--- config.mk ---
export PLATFORM = sky130hd
export DESIGN_NAME = cmq_top
export DESIGN_NICKNAME = d
export VERILOG_FILES = /design/src/rtl/cmq_pkg.sv /design/src/rtl/cmq_fifo.sv /design/src/rtl/cmq_exec.sv /design/src/rtl/cmq_cpu_stat.sv /design/src/rtl/cmq_top.sv
export SDC_FILE = /design/constraint.sdc
export NUM_CORES = 1
export LEC_CHECK = 0
export ABC_AREA = 0
export BUFFER_PORTS_ARGS = -buffer_cell sky130_fd_sc_hd__buf_4
export CAP_MARGIN = 20
export CORE_AREA = 2 2 179 224
export CTS_CLUSTER_DIAMETER = 30
export DETAILED_ROUTE_END_ITERATION = 6
export DIE_AREA = 0 0 181 226
export PLACE_DENSITY = 0.72
export SETUP_SLACK_MARGIN = 0.4
export SYNTH_ARGS = -nofsm -noshare
export SYNTH_HDL_FRONTEND = slang
export SYNTH_HIERARCHICAL = 1
export SYNTH_SLANG_ARGS = --single-unit
--- constraint.sdc ---
create_clock -name clk -period 3.2 [get_ports clk]
set_clock_uncertainty 0.1 [all_clocks]
set_input_delay 0.32 -clock clk [delete_from_list [all_inputs] [get_ports clk]]
set_output_delay 0.32 -clock clk [all_outputs]
set_load 0.01 [all_outputs]
--- src/rtl/cmq_pkg.sv ---
package cmq_pkg;
  localparam int DATA_W = 32;
  localparam int OFS_W  = 12;

  localparam logic [OFS_W-1:0] OFS_PRIM  = 12'h244;
  localparam logic [OFS_W-1:0] OFS_MODE  = 12'h248;
  localparam logic [OFS_W-1:0] OFS_ADDR  = 12'h24C;
  localparam logic [OFS_W-1:0] OFS_SIZE  = 12'h250;
  localparam logic [OFS_W-1:0] OFS_RSTAT = 12'h25C;
  localparam logic [OFS_W-1:0] OFS_QSTAT = 12'h260;

  localparam int MODE_SCOPE_LO = 17;
  localparam int MODE_NOTIFY   = 15;
  localparam int QST_DONE      = 2;

  localparam logic [1:0] SCOPE_WHOLE = 2'b01;
  localparam logic [1:0] RES_FAIL    = 2'b01;
endpackage

--- src/rtl/cmq_fifo.sv ---
module cmq_fifo #(
  parameter int DW    = 8,
  parameter int DEPTH = 4,
  localparam int PTR_W = (DEPTH > 1) ? $clog2(DEPTH) : 1,
  localparam int CNT_W = $clog2(DEPTH + 1)
) (
  input  logic             clk,
  input  logic             rst_n,
  input  logic             push,
  input  logic             pop,
  input  logic [DW-1:0]    din,
  output logic [DW-1:0]    dout,
  output logic             empty,
  output logic             full,
  output logic [CNT_W-1:0] count
);
  logic [DW-1:0]    mem [DEPTH];
  logic [PTR_W-1:0] wp_q, wp_n, rp_q, rp_n;
  logic [CNT_W-1:0] cnt_q, cnt_n;

  function automatic logic [PTR_W-1:0] bump(input logic [PTR_W-1:0] p);
    return (p == PTR_W'(DEPTH - 1)) ? '0 : p + 1'b1;
  endfunction

  always_comb begin
    wp_n  = push ? bump(wp_q) : wp_q;
    rp_n  = pop  ? bump(rp_q) : rp_q;
    cnt_n = cnt_q;
    case ({push, pop})
      2'b10:   cnt_n = cnt_q + 1'b1;
      2'b01:   cnt_n = cnt_q - 1'b1;
      default: cnt_n = cnt_q;
    endcase
  end

  always_ff @(posedge clk or negedge rst_n) begin
    if (!rst_n) begin
      wp_q  <= '0;
      rp_q  <= '0;
      cnt_q <= '0;
    end else begin
      wp_q  <= wp_n;
      rp_q  <= rp_n;
      cnt_q <= cnt_n;
    end
  end

  always_ff @(posedge clk) begin
    if (push) mem[wp_q] <= din;
  end

  assign dout  = mem[rp_q];
  assign empty = (cnt_q == '0);
  assign full  = (cnt_q == CNT_W'(DEPTH));
  assign count = cnt_q;
endmodule

--- src/rtl/cmq_exec.sv ---
module cmq_exec #(
  parameter int DW  = 8,
  parameter int DLY = 4,
  localparam int CW = $clog2(DLY + 1)
) (
  input  logic          clk,
  input  logic          rst_n,
  input  logic          avail,
  input  logic [DW-1:0] din,
  output logic          pop,
  output logic          busy,
  output logic          fire,
  output logic [DW-1:0] dout
);
  logic          run_q, run_n;
  logic [CW-1:0] cnt_q, cnt_n;
  logic [DW-1:0] ent_q;

  assign pop  = !run_q && avail;
  assign fire = run_q && (cnt_q == '0);
  assign busy = run_q;
  assign dout = ent_q;

  always_comb begin
    run_n = run_q;
    cnt_n = cnt_q;
    if (pop) begin
      run_n = 1'b1;
      cnt_n = CW'(DLY - 1);
    end else if (fire) begin
      run_n = 1'b0;
    end else if (run_q) begin
      cnt_n = cnt_q - 1'b1;
    end
  end

  always_ff @(posedge clk or negedge rst_n) begin
    if (!rst_n) begin
      run_q <= 1'b0;
      cnt_q <= '0;
    end else begin
      run_q <= run_n;
      cnt_q <= cnt_n;
    end
  end

  always_ff @(posedge clk) begin
    if (pop) ent_q <= din;
  end
endmodule

--- src/rtl/cmq_cpu_stat.sv ---
module cmq_cpu_stat #(
  parameter int PW = 3
) (
  input  logic       clk,
  input  logic       rst_n,
  input  logic       fail_set,
  input  logic       res_load,
  input  logic [1:0] res_val,
  input  logic       done_set,
  input  logic       done_clr,
  input  logic       inc,
  input  logic       dec,
  output logic [1:0] res,
  output logic       done,
  output logic       pend_nz
);
  logic [1:0]    res_q, res_n;
  logic          done_q, done_n;
  logic [PW-1:0] pend_q, pend_n;

  always_comb begin
    res_n = res_q;
    if (res_load)      res_n = res_val;
    else if (fail_set) res_n = cmq_pkg::RES_FAIL;
    done_n = done_q;
    if (done_set)      done_n = 1'b1;
    else if (done_clr) done_n = 1'b0;
    case ({inc, dec})
      2'b10:   pend_n = pend_q + 1'b1;
      2'b01:   pend_n = pend_q - 1'b1;
      default: pend_n = pend_q;
    endcase
  end

  always_ff @(posedge clk or negedge rst_n) begin
    if (!rst_n) begin
      res_q  <= '0;
      done_q <= 1'b0;
      pend_q <= '0;
    end else begin
      res_q  <= res_n;
      done_q <= done_n;
      pend_q <= pend_n;
    end
  end

  assign res     = res_q;
  assign done    = done_q;
  assign pend_nz = (pend_q != '0);
endmodule

--- src/rtl/cmq_top.sv ---
module cmq_top
  import cmq_pkg::*;
#(
  parameter int NCPU     = 2,
  parameter int QDEPTH   = 4,
  parameter int ADDR_W   = 32,
  parameter int EXEC_DLY = 4,
  localparam int CPU_W = (NCPU > 1) ? $clog2(NCPU) : 1
) (
  input  logic              clk,
  input  logic              rst_n,
  input  logic              req_valid,
  input  logic              req_write,
  input  logic [CPU_W-1:0]  req_cpu,
  input  logic [OFS_W-1:0]  req_offs,
  input  logic [DATA_W-1:0] req_wdata,
  output logic              req_ready,
  output logic              rsp_valid,
  output logic [DATA_W-1:0] rsp_rdata,
  output logic              done_valid,
  output logic [CPU_W-1:0]  done_cpu,
  output logic [1:0]        done_cmd,
  output logic              done_whole,
  output logic [ADDR_W-1:0] done_addr,
  output logic [ADDR_W-1:0] done_size
);
  localparam int ENT_W  = CPU_W + 4 + 2 * ADDR_W;
  localparam int CNT_W  = $clog2(QDEPTH + 1);
  localparam int PEND_W = $clog2(QDEPTH + 2);
  localparam int B_NT   = 2 * ADDR_W;
  localparam int B_WH   = B_NT + 1;
  localparam int B_CMD  = B_NT + 2;
  localparam int B_CPU  = B_NT + 4;

  // reset: asynchronous assert, synchronous release
  logic [1:0] rsync_q;
  logic       rst_q_n;
  always_ff @(posedge clk or negedge rst_n) begin
    if (!rst_n) rsync_q <= 2'b00;
    else        rsync_q <= {rsync_q[0], 1'b1};
  end
  assign rst_q_n = rsync_q[1];

  // lock, staging and primitive registers
  logic              lock_v_q, lock_v_n;
  logic [CPU_W-1:0]  lock_cpu_q, lock_cpu_n;
  logic [1:0]        sh_cmd_q, sh_cmd_n;
  logic              sh_whole_q, sh_whole_n, sh_notify_q, sh_notify_n;
  logic [ADDR_W-1:0] sh_addr_q, sh_addr_n, sh_size_q, sh_size_n;
  logic [3:0]        prim_q, prim_n;
  logic              rsp_v_q, rsp_v_n;
  logic [DATA_W-1:0] rsp_d_q, rsp_d_n, rd_val;

  // queue and executor
  logic             fifo_push, fifo_pop, fifo_empty, fifo_full;
  logic [CNT_W-1:0] fifo_count;
  logic [ENT_W-1:0] ent_in, fifo_dout, exe_dout;
  logic             exe_busy, exe_fire, busy_any;

  // per-processor status
  logic [1:0]      res_v [NCPU];
  logic [NCPU-1:0] done_v, pend_v;

  // decode
  logic acc, wr, rd, is_owner, take, deny, release_rd, addr_wr, size_wr;
  logic prim_rd, qstat_clr;
  assign busy_any   = !fifo_empty || exe_busy;
  assign prim_rd    = req_valid && !req_write && (req_offs == OFS_PRIM);
  assign req_ready  = !(prim_rd && busy_any);
  assign acc        = req_valid && req_ready;
  assign wr         = acc && req_write;
  assign rd         = acc && !req_write;
  assign is_owner   = lock_v_q && (lock_cpu_q == req_cpu);
  assign take       = wr && (req_offs == OFS_MODE) && (!lock_v_q || is_owner);
  assign deny       = wr && (req_offs == OFS_MODE) && lock_v_q && !is_owner;
  assign addr_wr    = wr && (req_offs == OFS_ADDR) && is_owner && !sh_whole_q;
  assign size_wr    = wr && (req_offs == OFS_SIZE) && is_owner && !sh_whole_q;
  assign release_rd = rd && (req_offs == OFS_RSTAT) && is_owner;
  assign qstat_clr  = wr && (req_offs == OFS_QSTAT) && req_wdata[QST_DONE];
  assign fifo_push  = release_rd && !fifo_full;
  assign ent_in     = {lock_cpu_q, sh_cmd_q, sh_whole_q, sh_notify_q, sh_addr_q, sh_size_q};

  cmq_fifo #(.DW(ENT_W), .DEPTH(QDEPTH)) u_fifo (
    .clk(clk), .rst_n(rst_q_n), .push(fifo_push), .pop(fifo_pop), .din(ent_in),
    .dout(fifo_dout), .empty(fifo_empty), .full(fifo_full), .count(fifo_count)
  );

  cmq_exec #(.DW(ENT_W), .DLY(EXEC_DLY)) u_exec (
    .clk(clk), .rst_n(rst_q_n), .avail(!fifo_empty), .din(fifo_dout),
    .pop(fifo_pop), .busy(exe_busy), .fire(exe_fire), .dout(exe_dout)
  );

  for (genvar g = 0; g < NCPU; g++) begin : g_cpu
    logic hit, own_done;
    assign hit      = (req_cpu == CPU_W'(g));
    assign own_done = exe_fire && (exe_dout[ENT_W-1:B_CPU] == CPU_W'(g));
    cmq_cpu_stat #(.PW(PEND_W)) u_stat (
      .clk(clk), .rst_n(rst_q_n),
      .fail_set(deny && hit), .res_load(release_rd && hit),
      .res_val({fifo_full, 1'b0}),
      .done_set(own_done && exe_dout[B_NT]), .done_clr(qstat_clr && hit),
      .inc(fifo_push && hit), .dec(own_done),
      .res(res_v[g]), .done(done_v[g]), .pend_nz(pend_v[g])
    );
  end

  always_comb begin
    rd_val = '0;
    case (req_offs)
      OFS_RSTAT: rd_val = is_owner ? DATA_W'({fifo_full, 1'b0}) : DATA_W'(res_v[req_cpu]);
      OFS_QSTAT: rd_val = DATA_W'({done_v[req_cpu], |res_v[req_cpu], pend_v[req_cpu]});
      OFS_PRIM:  rd_val = DATA_W'(prim_q);
      default:   rd_val = '0;
    endcase
  end

  always_comb begin
    lock_v_n    = lock_v_q;
    lock_cpu_n  = lock_cpu_q;
    sh_cmd_n    = sh_cmd_q;
    sh_whole_n  = sh_whole_q;
    sh_notify_n = sh_notify_q;
    sh_addr_n   = sh_addr_q;
    sh_size_n   = sh_size_q;
    prim_n      = prim_q;
    if (take) begin
      lock_v_n    = 1'b1;
      lock_cpu_n  = req_cpu;
      sh_cmd_n    = req_wdata[1:0];
      sh_whole_n  = (req_wdata[MODE_SCOPE_LO+1:MODE_SCOPE_LO] == SCOPE_WHOLE);
      sh_notify_n = req_wdata[MODE_NOTIFY];
      sh_addr_n   = '0;
      sh_size_n   = '0;
    end
    if (release_rd) lock_v_n = 1'b0;
    if (addr_wr) sh_addr_n = req_wdata[ADDR_W-1:0];
    if (size_wr) sh_size_n = req_wdata[ADDR_W-1:0];
    if (wr && (req_offs == OFS_PRIM)) prim_n = req_wdata[3:0];
    rsp_v_n = rd;
    rsp_d_n = rd ? rd_val : rsp_d_q;
  end

  always_ff @(posedge clk or negedge rst_q_n) begin
    if (!rst_q_n) begin
      lock_v_q    <= 1'b0;
      lock_cpu_q  <= '0;
      sh_cmd_q    <= '0;
      sh_whole_q  <= 1'b0;
      sh_notify_q <= 1'b0;
      sh_addr_q   <= '0;
      sh_size_q   <= '0;
      prim_q      <= '0;
      rsp_v_q     <= 1'b0;
      rsp_d_q     <= '0;
    end else begin
      lock_v_q    <= lock_v_n;
      lock_cpu_q  <= lock_cpu_n;
      sh_cmd_q    <= sh_cmd_n;
      sh_whole_q  <= sh_whole_n;
      sh_notify_q <= sh_notify_n;
      sh_addr_q   <= sh_addr_n;
      sh_size_q   <= sh_size_n;
      prim_q      <= prim_n;
      rsp_v_q     <= rsp_v_n;
      rsp_d_q     <= rsp_d_n;
    end
  end

  assign rsp_valid  = rsp_v_q;
  assign rsp_rdata  = rsp_d_q;
  assign done_valid = exe_fire;
  assign done_cpu   = exe_dout[ENT_W-1:B_CPU];
  assign done_cmd   = exe_dout[B_CMD+1:B_CMD];
  assign done_whole = exe_dout[B_WH];
  assign done_addr  = exe_dout[2*ADDR_W-1:ADDR_W];
  assign done_size  = exe_dout[ADDR_W-1:0];

  logic unused_cnt;
  assign unused_cnt = ^fifo_count;
endmodule

==> flow_summary.yaml, run 1 <==
setup_path:
  startpoint_type: "flip-flop"
  crit_type: "reg -> reg"
  r2r_end: "g_cpu[0].u_stat/pend_q[2]$_DFFE_PN0P_"
  cp-startpoint: "u_fifo/count[1]$_DFFE_PN0P_"
  rrSetupSlack_ns: 0.30
  slowest_stage: "or4_4"
  critPathArrivalTime_ns: 3.29
  worstPathRequired_ns: 3.59
  cp.depth: 12
  max_stage_delay_ns: 0.60
  end_kind: "flip-flop"
  crit_end: "g_cpu[0].u_stat/pend_q[2]$_DFFE_PN0P_"
  path_cells: "nor3_2, inv_1, nor2_2, nor2_2, or4_4, nor3_2, inv_1, ha_4, fa_2, xnor2_2, nor2_1, xor2_1"
  path_max_fanout: 4
  reg2regPathDepth: 12
  path_buf_inv: 2
  r2r-start: "u_fifo/count[1]$_DFFE_PN0P_"
  critPathTopFamily: "simple AND/OR/NAND/NOR gates"
logic_synthesis:
  yosys.area.top_type: "edfxtp_1"
  ys_warn_count: 6
  ys_seq_area_share_pct: 76.9
  synth_area_mm2: 0.0169
  async_flop_share_pct: 23.2
  synth_edf_count: 345
  ys.flop_type: "edfxtp_1"
  synth-seq-cells: 449
  synth.area.top_cells: "edfxtp_1, dfrtp_1, mux4_2"
  synth_cell_type_count: 52
  synth_top_cell_area_share_pct: 61.4
  synthCells: 824
  syn_avg_cell_area_um2: 20.5
grt:
  grt_overflow: 0
  grt_antenna_before_repair: 2
  grt.total_usage_pct: 16.9
  grt_max_degree: 69
  grt_pass1_wl_um: 51600
  grt_pass1_vias: 8735
cells_and_area:
  fin_util_pct: 54.5
  area_delta_synth_final_pct: 25.9
  fill_cells: 2987
  nNetsFinal: 1117
  multi_input_area_mm2: 0.00355
  stdcell_area_mm2: 0.0212
  drive_gt1_share_pct: 35.4
  regArea_mm2: 0.0130
sta:
  clock.fmax_mhz: 345
  finalCriticalPeriod_ns: 2.90
  hold_viol: 0
  setup_tns_ns: 0
  rsz0062_at_grt: "yes"
  report.final.setup_viol: 0
  period_share_pct: 90.6
  finalWorstSetupSlack_ns: 0.300
  slew_headroom_pct: 55.7
  slew_viol_final: 0
  tightestPinTransition_ns: 0.661
place:
  place_ws_ns: 0.169
  dpl_cell_area_mm2: 0.0184
  hpwlAfterDp_um: 19100
  portBuffers: 123
  place.gp.congestion: 0.827
hold_path:
  min_path_type: "in -> reg"
floorplan:
  dieWidth_um: 181
  start_util_pct: 43.3
  rows: 81
  die_area_mm2: 0.0409
  coreArea_mm2: 0.0389
  num_io_pins: 152
  die_h_um: 226
cts:
  clk_latency_ns: 0.59
  htreeDepth: 3
  clockRootBuffer: "clkbuf_16"
  cts_tree: "yes"
  clockBufferDepth: 3
  numCtsBuffers: 66
  clk_pin_slew_worst_paths_ns: 0.06
  cts.sinks: 449
routing:
  wl_met1_um: 13400
  routedWlPerCell_um: 21.1
  detail-route-antenna-nets: 0
  wl_met2_um: 17700
  highest_layer: "met5"
  first_iter_violations: 572
  drc: 0
  vias: 8460
  routed_via_density: 5.26
  drt_pass1_iterations: 5
  wl_met3_um: 1860
  wl_um: 33900
power_and_ir_drop:
  combPwrFrac_pct: 11.9
  internal_power_w: 0.0121
  power_frac_seq_pct: 43.4
  power_w: 0.0162
  clkPwrFrac_pct: 44.7
  ir_drop_mv: 0.469
  p_leak_nw: 8.68
  swShare_pct: 25.2
  p_switching_w: 0.00407
  power_density_mw_per_mm2: 762
flow_run:
  drv_cap: 0
status:
  status: "finished clean"
area by class of cell:
type	instances	area share, %
sequential	449	61.1
tap	498	2.94
timing repair buffer	194	8.25
clock inverter	46	2.40
clock buffer	76	8.25
antenna	1	0.0118
inverter	17	0.301
multi-input combinational	327	16.7
cells in the mapped netlist (7+ instances only):
library cell and instances:
nand2_1 15, dfrtp_1 104, xnor2_1 8, inv_1 17, nor2_1 23, mux2_2 16
nand3_1 7, mux4_2 68, buf_2 19, buf_4 28, buf_12 7, ha_1 10
nor3_1 7, a22o_1 68, edfxtp_1 345
power groups by stage:
stage	combinational (W)	clock (W)	sequential (W)
after floorplan	0.00132	0	0.00702
after global placement	0.00179	0	0.00715
after detailed placement	0.00184	0	0.00716
after CTS	0.00190	0.00737	0.00704
after global routing	0.00209	0.00762	0.00707
final	0.00192	0.00723	0.00701
placed cells by master (no fill, tap or decap), drive strengths merged, types with 3 or more instances in the layout:
cell type,netlist,final
nor2b,4,4
inv,17,40
nor3,10,10
mux2i,3,3
o21ai,7,7
xnor2,8,8
conb,2,31
a21oi,3,3
clkinv,0,14
ha,10,10
and2,7,7
nor4b,3,3
or3,3,3
mux4,69,69
and3,4,4
fa,3,3
edfxtp,345,345
xor2,5,5
buf,56,159
o31ai,3,3
a22oi,3,3
nor2,26,26
dfrtp,104,104
a21o,3,3
dlygate4sd3,0,35
nand2,16,16
a22o,68,68
clkinvlp,0,4
clkbuf,4,76
nand3,7,7
mux2,16,16
bufinv,0,5
kinds of logic (layout without fill, tap and decap cells):
family                     after synthesis  count (layout)  share of synthesized area [%]
AOI/OAI and AO/OA                       92              92                           4.48
xor gates and xnor gates                13              13                          0.675
adders and majority gates               13              13                           1.10
buffers and inverters                   77             333                           3.24
DFF                                    449             449                           76.9
muxes                                   88              88                           10.5
other                                    2              32                         0.0445
and+or+nand+nor                         90              90                           3.09
metal layers:
layer | vias to the layer above | GRT usage (%)
met1 | 4413 | 20.9
met5 | - | 0
met3 | 68 | 4.06
met4 | 2 | 7.21
li1 | 3721 | -
met2 | 256 | 28.7
state kept, by name, summed over array words and instances, names as in the netlist, 3 cells and up:
| register | cells |
|---|---|
| rsp_rdata | 4 |
| g_cpu.u_stat/res | 4 |
| u_fifo/mem | 276 |
| sh_size_q | 32 |
| u_fifo/count | 3 |
| sh_addr_q | 32 |
| u_exec/cnt_q | 3 |
| g_cpu.u_stat/pend_q | 6 |
| u_exec/dout | 69 |
| prim_q | 4 |
worst register-to-register path, cell delays in order (launching register included):
cell and delay [ns]:
dfrtp_1 0.41, nor3_2 0.20, inv_1 0.08, nor2_2 0.18, nor2_2 0.07, or4_4 0.60, nor3_2 0.13, inv_1 0.09
ha_4 0.17, fa_2 0.35, xnor2_2 0.14, nor2_1 0.13, xor2_1 0.17
worst min-delay path by stage:
| stage | startpoint | to | slack, ns | depth (start not counted) |
|---|---|---|---|---|
| 4_1_cts | req_cpu | lock_cpu_q$_DFFE_PN0P_ | 0.002 | 2 |
| 2_1_floorplan | rst_n | rsync_q[0]$_DFF_PN0_ | -0.08 | 0 |
| 5_1_grt | req_cpu | lock_cpu_q$_DFFE_PN0P_ | 0.03 | 2 |
| 6_report | req_cpu | lock_cpu_q$_DFFE_PN0P_ | 0.03 | 2 |
| 3_3_place_gp | rst_n | rsync_q[0]$_DFF_PN0_ | 0.004 | 1 |
| 3_5_place_dp | rst_n | rsync_q[0]$_DFF_PN0_ | 0.004 | 1 |
repair_timing:
item,4_1_cts,5_1_grt
gates resized for setup,3,11
endpoints found under the hold margin,74,0
pin swaps,2,10
hold buffers,35,0
buffers inserted,4,8
endpoints found under the setup margin,91,27
through the flow:
stage / cells / hold WS [ns]
floorplan: 853 / -0.0756
detailed placement: 1437 / 0.00450
finish: 1608 / 0.0310
global route: 1607 / 0.0282
global placement: 1437 / 0.00406
CTS: 1598 / 0.00169
Note: power is estimated with default switching activity, not from simulation.
==> run 2: changes to the inputs <==
PLACE_DENSITY = 0.69   (was 0.72)
clock period = 2.7 ns   (was 3.2 ns; I/O delays follow)
==> run 2 against run 1 <==
  * The run now ends with setup timing left
  * Register-to-register slack got worse by 0.30 ns
  * First-iteration DRC count is 33% higher
  * Total power is 17% higher
  * Fmax up 7.3%
  * Via count up 7.0%
  * Largest cell class unchanged
==> flow_summary.yaml, run 2 (synthesized netlist as in run 1, its figures left out) <==
setup_path:
  r2r-start: "u_fifo/count[1]$_DFFE_PN0P_"
  path_buf_inv: 5
  max_stage_delay_ns: 0.56
  rrSetupSlack_ns: -0.002
  slowest_stage: "or4_4"
  end_kind: "flip-flop"
  path_cells: "nor3_1, inv_1, nor2_4, nor2_2, or4_4, nor2_4, buf_12, and2_4, buf_6, buf_12, clkbuf_16"
  path_max_fanout: 7
  reg2regPathDepth: 11
  cp.depth: 11
  critPathArrivalTime_ns: 2.89
  worstPathRequired_ns: 2.89
  r2r_end: "u_fifo/mem[0][5]$_DFFE_PP_"
  crit_type: "reg -> reg"
  critPathTopFamily: "simple AND/OR/NAND/NOR gates"
  startpoint_type: "flip-flop"
cts:
  clockBufferDepth: 3
  numCtsBuffers: 60
  cts_tree: "yes"
  clockRootBuffer: "clkbuf_16"
  htreeDepth: 2
  cts.sinks: 449
  clk_latency_ns: 0.59
  clk_pin_slew_worst_paths_ns: 0.06
power_and_ir_drop:
  power_frac_seq_pct: 44.0
  combPwrFrac_pct: 12.4
  p_leak_nw: 9.36
  p_switching_w: 0.00491
  power_w: 0.0189
  ir_drop_mv: 0.489
  swShare_pct: 26.0
  clkPwrFrac_pct: 43.6
  internal_power_w: 0.0140
  power_density_mw_per_mm2: 827
cells_and_area:
  top_register: "u_fifo/mem"
  drive_gt1_share_pct: 40.4
  antennaDiodeCount: 0
  nNetsFinal: 1197
  fill_cells: 2727
  stdcell_area_mm2: 0.0228
  final_common_cell: "edfxtp_1"
  largest_reg_flops: 276
  regArea_mm2: 0.0130
  final_cell_mix: "edfxtp_1, buf_4, dfrtp_1, a22o_1, mux4_2"
  multi_input_area_mm2: 0.00357
  area_delta_synth_final_pct: 35.3
sta:
  period_share_pct: 100
  finalWorstSetupSlack_ns: -0.00196
  clock.fmax_mhz: 370
  slew_headroom_pct: 56.3
  finalCriticalPeriod_ns: 2.70
  hold_viol: 0
  report.final.setup_viol: 1
  tightestPinTransition_ns: 0.655
  rsz0062_at_grt: "yes"
  slew_viol_final: 0
routing:
  detail-route-antenna-nets: 0
  first_iter_violations: 761
  drc: 0
  routedWlPerCell_um: 23.8
  wl_um: 40100
  routed_via_density: 5.37
  drt_pass1_iterations: 5
  vias: 9054
floorplan:
  start_util_pct: 43.3
  coreArea_mm2: 0.0389
  rows: 81
  dieWidth_um: 181
  die_area_mm2: 0.0409
  num_io_pins: 152
  die_h_um: 226
place:
  hpwlAfterDp_um: 19700
  place_ws_ns: -0.103
  dpl_cell_area_mm2: 0.0187
  portBuffers: 123
  place.gp.congestion: 0.810
hold_path:
  min_path_type: "in -> reg"
  hp-start: "req_offs[2]"
  hold-path-endpoint: "lock_v_q$_DFFE_PN0P_"
  holdPathStages: 4
grt:
  grt_use_met2_pct: 34.1
  grt_max_degree: 72
  grtUsageMet1_pct: 23.7
  grt_overflow: 0
  grt.met3_usage_pct: 3.60
  grt.total_usage_pct: 19.6
  grt_antenna_before_repair: 0
  grt_pass1_vias: 9354
  grt-busiest-layer: "met2"
  grt_pass1_wl_um: 59200
flow_run:
  drv_cap: 0
status:
  status: "complete, but fails checks"
  violations: "setup timing"
## run 2: cell count changes in the layout (fill, tap and decap cells not counted), sizes merged, moves of 3 or more
cell,before,now
inv,40,37
clkinv,14,18
clkbuf,76,69
buf,159,245
## run 2: worst max path at each step
stage                                      startpoint                                    end  slack, ns
after floorplan           u_fifo/count[0]$_DFFE_PN0P_             u_fifo/mem[1][0]$_DFFE_PP_      -0.03
after global placement                    req_offs[1]  g_cpu[0].u_stat/pend_q[2]$_DFFE_PN0P_      -0.06
after detailed placement                  req_offs[1]  g_cpu[0].u_stat/pend_q[2]$_DFFE_PN0P_      -0.10
after CTS                 u_fifo/count[1]$_DFFE_PN0P_  g_cpu[0].u_stat/pend_q[2]$_DFFE_PN0P_      -0.02
after global routing      u_fifo/count[1]$_DFFE_PN0P_  g_cpu[1].u_stat/pend_q[2]$_DFFE_PN0P_      -0.15
final                     u_fifo/count[1]$_DFFE_PN0P_             u_fifo/mem[0][5]$_DFFE_PP_     -0.002
## run 2: metal layers
| metal | share of wire [%] | routed length [µm] | up-vias |
|---|---|---|---|
| li1 | - | - | 3900 |
| met1 | 37 | 14900 | 4671 |
| met2 | 53 | 21200 | 386 |
| met3 | 5.8 | 2320 | 97 |
| met4 | 4.2 | 1680 | 0 |
| met5 | 0 | 0 | - |
## run 2: final cells by class
| type | instances | share of cell area (%) |
|---|---|---|
| flip-flops and latches | 449 | 56.9 |
| multi-input cells | 327 | 15.7 |
| repair buffers | 280 | 15.1 |
| clock buffers | 68 | 6.94 |
| well taps | 498 | 2.73 |
| clock inverters | 46 | 2.42 |
| inverters | 17 | 0.280 |
## run 2: repair_timing
| item | CTS | global route |
|---|---|---|
| gates cloned | 29 | 1 |
| endpoints found under the setup margin | 284 | 291 |
| endpoints found under the hold margin | 73 | 0 |
| hold buffers | 34 | 0 |
| pin swaps | 7 | 4 |
| gates resized for setup | 74 | 12 |
| buffers inserted | 41 | 7 |
## run 2: power by group through the flow
stage	Combinational (W)	Sequential [W]	Clock [W]
6_report	0.00234	0.00831	0.00822
5_1_grt	0.00253	0.00837	0.00862
4_1_cts	0.00232	0.00832	0.00824
3_5_place_dp	0.00227	0.00845	0
3_3_place_gp	0.00223	0.00845	0
2_1_floorplan	0.00158	0.00831	0
## run 2: worst register-to-register path, cell delays in order, from the launching register on
cell,delay [ns]
dfrtp_1,0.39
nor3_1,0.18
inv_1,0.10
nor2_4,0.11
nor2_2,0.06
or4_4,0.56
nor2_4,0.18
buf_12,0.13
and2_4,0.19
buf_6,0.12
buf_12,0.13
clkbuf_16,0.16
## run 2: through the flow
stage / setup TNS, ns / std cells / utilization [%] / hold slack [ns]
3_3_place_gp: -0.103 / 1459 / 48.0 / -0.0471
4_1_cts: -0.0533 / 1677 / 58.2 / 0.0223
2_1_floorplan: -8.55 / 853 / - / -0.126
5_1_grt: -8.49 / 1685 / 58.6 / 0.0532
3_5_place_dp: -0.318 / 1459 / 48.0 / -0.0454
6_report: -0.00196 / 1685 / 58.6 / 0.0473
==> run 3: changes to the inputs <==
--- a/config.mk
+++ b/config.mk
@@ -9,12 +9,12 @@
 export BUFFER_PORTS_ARGS = -buffer_cell sky130_fd_sc_hd__buf_4
 export CAP_MARGIN = 20
-export CORE_AREA = 2 2 179 224
+export CORE_AREA = 2 2 181 228
 export CTS_CLUSTER_DIAMETER = 30
 export DETAILED_ROUTE_END_ITERATION = 6
-export DIE_AREA = 0 0 181 226
+export DIE_AREA = 0 0 183 230
 export PLACE_DENSITY = 0.69
 export SETUP_SLACK_MARGIN = 0.4
+export SKIP_CTS_REPAIR_TIMING = 1
 export SYNTH_ARGS = -nofsm -noshare
 export SYNTH_HDL_FRONTEND = slang
-export SYNTH_HIERARCHICAL = 1
 export SYNTH_SLANG_ARGS = --single-unit
==> constraint.sdc (replaced) <==
create_clock -name clk -period 2.7 [get_ports clk]
set_clock_uncertainty 0.1 [all_clocks]
set_input_delay 0.27 -clock clk [delete_from_list [all_inputs] [get_ports clk]]
set_output_delay 0.27 -clock clk [all_outputs]
set_load 0.1 [all_outputs]
==> run 3 against run 2 <==
  * The run ends with hold timing left
  * Global-route usage fell by 2.8 points
  * Non-clock buffer count fell by 84
  * Largest power group is now clock
  * Sequential share of layout area rose by 2.8 points
  * Largest cell class unchanged
  * Synthesized area rose by 3.0%
  * Hold slack got worse by 0.050 ns
  * Combinational power rose by 63%
==> flow_summary.yaml, run 3 <==
setup_path:
  r2r_end: "g_cpu[1].u_stat.pend_q[2]$_DFFE_PN0P_"
  worstPathRequired_ns: 3.08
  crit_type: "reg -> reg"
  critPathArrivalTime_ns: 2.67
  end_kind: "flip-flop"
  path_max_fanout: 7
  r2r-start: "lock_cpu_q$_DFFE_PN0P_"
  cp-startpoint: "lock_cpu_q$_DFFE_PN0P_"
  rrSetupSlack_ns: 0.41
  reg2regPathDepth: 11
  startpoint_type: "flip-flop"
logic_synthesis:
  async_flop_share_pct: 23.2
  yosys.area.top_type: "edfxtp_1"
  synthMuxAreaShare_pct: 10.3
  synth_cell_type_count: 49
  synth.area.top_cells: "edfxtp_1, dfrtp_1, mux4_2"
  synth_xor_area_share_pct: 0.655
  synth_compound_area_share_pct: 2.63
  synth_area_mm2: 0.0174
  synthAdderAreaFrac_pct: 1.07
  ys_seq_area_share_pct: 74.6
  synth_top_family_by_area: "multiplexers"
  ys_warn_count: 0
  synthTopCellsByCount: "edfxtp_1, dfrtp_1, buf_4"
  synthCells: 957
  synth_top_cell_area_share_pct: 59.6
  post-synth-top-count-cell: "edfxtp_1"
  syn_avg_cell_area_um2: 18.2
  ys.flop_type: "edfxtp_1"
  synth_edf_count: 345
  synthSimpleGateAreaFrac_pct: 5.24
  synth-seq-cells: 449
cells_and_area:
  nNetsFinal: 1186
  drive_gt1_share_pct: 34.9
  top_register: "u_fifo.mem"
  fin_cells: 1689
  largest_reg_flops: 276
  fill_cells: 3075
  antennaDiodeCount: 0
  area_delta_synth_final_pct: 25.3
  final_common_cell: "edfxtp_1"
  final_cell_mix: "edfxtp_1, buf_4, dfrtp_1, nand2_1, clkbuf_16"
hold_path:
  holdPathStages: 3
  hold-path-endpoint: "g_cpu[0].u_stat.done$_DFFE_PN0P_"
  min_path_type: "in -> reg"
  hp-start: "req_cpu"
cts:
  clk_pin_slew_worst_paths_ns: 0.06
  cts.sinks: 449
  clockRootBuffer: "clkbuf_16"
  htreeDepth: 3
  numCtsBuffers: 73
  clk_latency_ns: 0.59
  clockBufferDepth: 3
  cts_tree: "yes"
grt:
  grt_max_degree: 72
  grt.total_usage_pct: 16.7
  grt_pass1_wl_um: 52800
  grt_antenna_before_repair: 0
  grt_overflow: 0
  grt_pass1_vias: 9006
power_and_ir_drop:
  power_w: 0.0217
  swShare_pct: 31.2
  clkPwrFrac_pct: 44.1
  ir_drop_mv: 0.768
  p_switching_w: 0.00675
  power_density_mw_per_mm2: 995
  p_leak_nw: 8.99
  power_frac_seq_pct: 38.3
  internal_power_w: 0.0149
  combPwrFrac_pct: 17.6
place:
  portBuffers: 123
  hpwlAfterDp_um: 20400
  dp.cells: 1509
  place.gp.congestion: 0.796
floorplan:
  start_util_pct: 43.6
  die_h_um: 230
  die_area_mm2: 0.0421
  dieWidth_um: 183
  num_io_pins: 152
  rows: 82
  coreArea_mm2: 0.0398
sta:
  finalCriticalPeriod_ns: 2.29
  slew_viol_final: 0
  slew_headroom_pct: 47.8
  tightestPinTransition_ns: 0.783
  period_share_pct: 85.0
  rsz0062_at_grt: "yes"
  clock.fmax_mhz: 436
  hold_viol: 1
  hold_slack_ns: -0.00271
  report.final.setup_viol: 0
routing:
  routedWlPerCell_um: 20.7
  routed_via_density: 5.24
  drc: 0
  first_iter_violations: 624
  drt_pass1_iterations: 7
  wl_um: 34900
  vias: 8847
  detail-route-antenna-nets: 0
status:
  status: "complete, but fails checks"
  violations: "hold timing"
flow_run:
  drv_cap: 0
==> run 3: layout make-up <==
type                    instances  area, µm²  area share [%]
flip-flops and latches        449      13000            59.6
clock inverters                59        744            3.42
multi-input cells             387       3710            17.0
inverters                      17       68.8           0.316
well taps                     504        631            2.90
repair buffers                196       1780            8.19
clock buffers                  77       1850            8.51
==> run 3: logic make-up after synthesis <==
group	Yosys count
fa+ha+maj	13
xor+xnor	13
other cells	2
simple gates	183
compound gates	60
mux	89
flops	449
buf+inv	148
==> run 3: through the flow <==
stage	utilization [%]	TNS [ns]	worst slack [ns]	area [µm²]	hold slack (ns)
finish	54.7	0	0.405	21800	-0.00271
global placement	46.8	0	0.283	18600	-0.0467
detailed placement	46.9	0	0.207	18700	-0.0457
floorplan	-	-0.141	-0.141	17600	-0.126
CTS	53.4	0	0.234	21300	-0.671
global route	54.7	0	0.310	21800	0.0238
==> run 3: how the worst max path moves through the flow <==
stage	depth (start not counted)	to	slack (ns)
4_1_cts	6	sh_addr_q[21]$_DFFE_PN0P_	0.23
6_report	11	g_cpu[1].u_stat.pend_q[2]$_DFFE_PN0P_	0.41
3_5_place_dp	7	sh_addr_q[17]$_DFFE_PN0P_	0.21
3_3_place_gp	12	g_cpu[1].u_stat.pend_q[2]$_DFFE_PN0P_	0.28
2_1_floorplan	8	u_fifo.count[2]$_DFFE_PN0P_	-0.14
5_1_grt	11	u_fifo.count[2]$_DFFE_PN0P_	0.31
==> run 3: worst max-delay path, cell delays in order (launching register included) <==
cell     delay [ns]
dfrtp_2        0.46
xnor2_2        0.18
nand2_2        0.12
nor4b_4        0.25
and2_4         0.22
nand2_1        0.06
ha_2           0.20
inv_2          0.06
fa_2           0.19
xor2_1         0.13
nor2_1         0.06
xor2_1         0.15
==> run 3: power groups by stage <==
stage | combinational (W) | clock (W) | sequential (W)
after floorplan | 0.00342 | 0 | 0.00810
after global placement | 0.00374 | 0 | 0.00843
after detailed placement | 0.00379 | 0 | 0.00842
after CTS | 0.00379 | 0.00970 | 0.00829
after global routing | 0.00400 | 0.0100 | 0.00836
final | 0.00382 | 0.00955 | 0.00829
==> run 3: per-layer routing <==
metal,share of wire (%),global-route usage [%],vias up
li1,-,-,3902
met1,40,20.6,4588
met2,51,28.0,300
met3,5.9,4.17,57
met4,3.3,7.58,0
met5,0,0,-
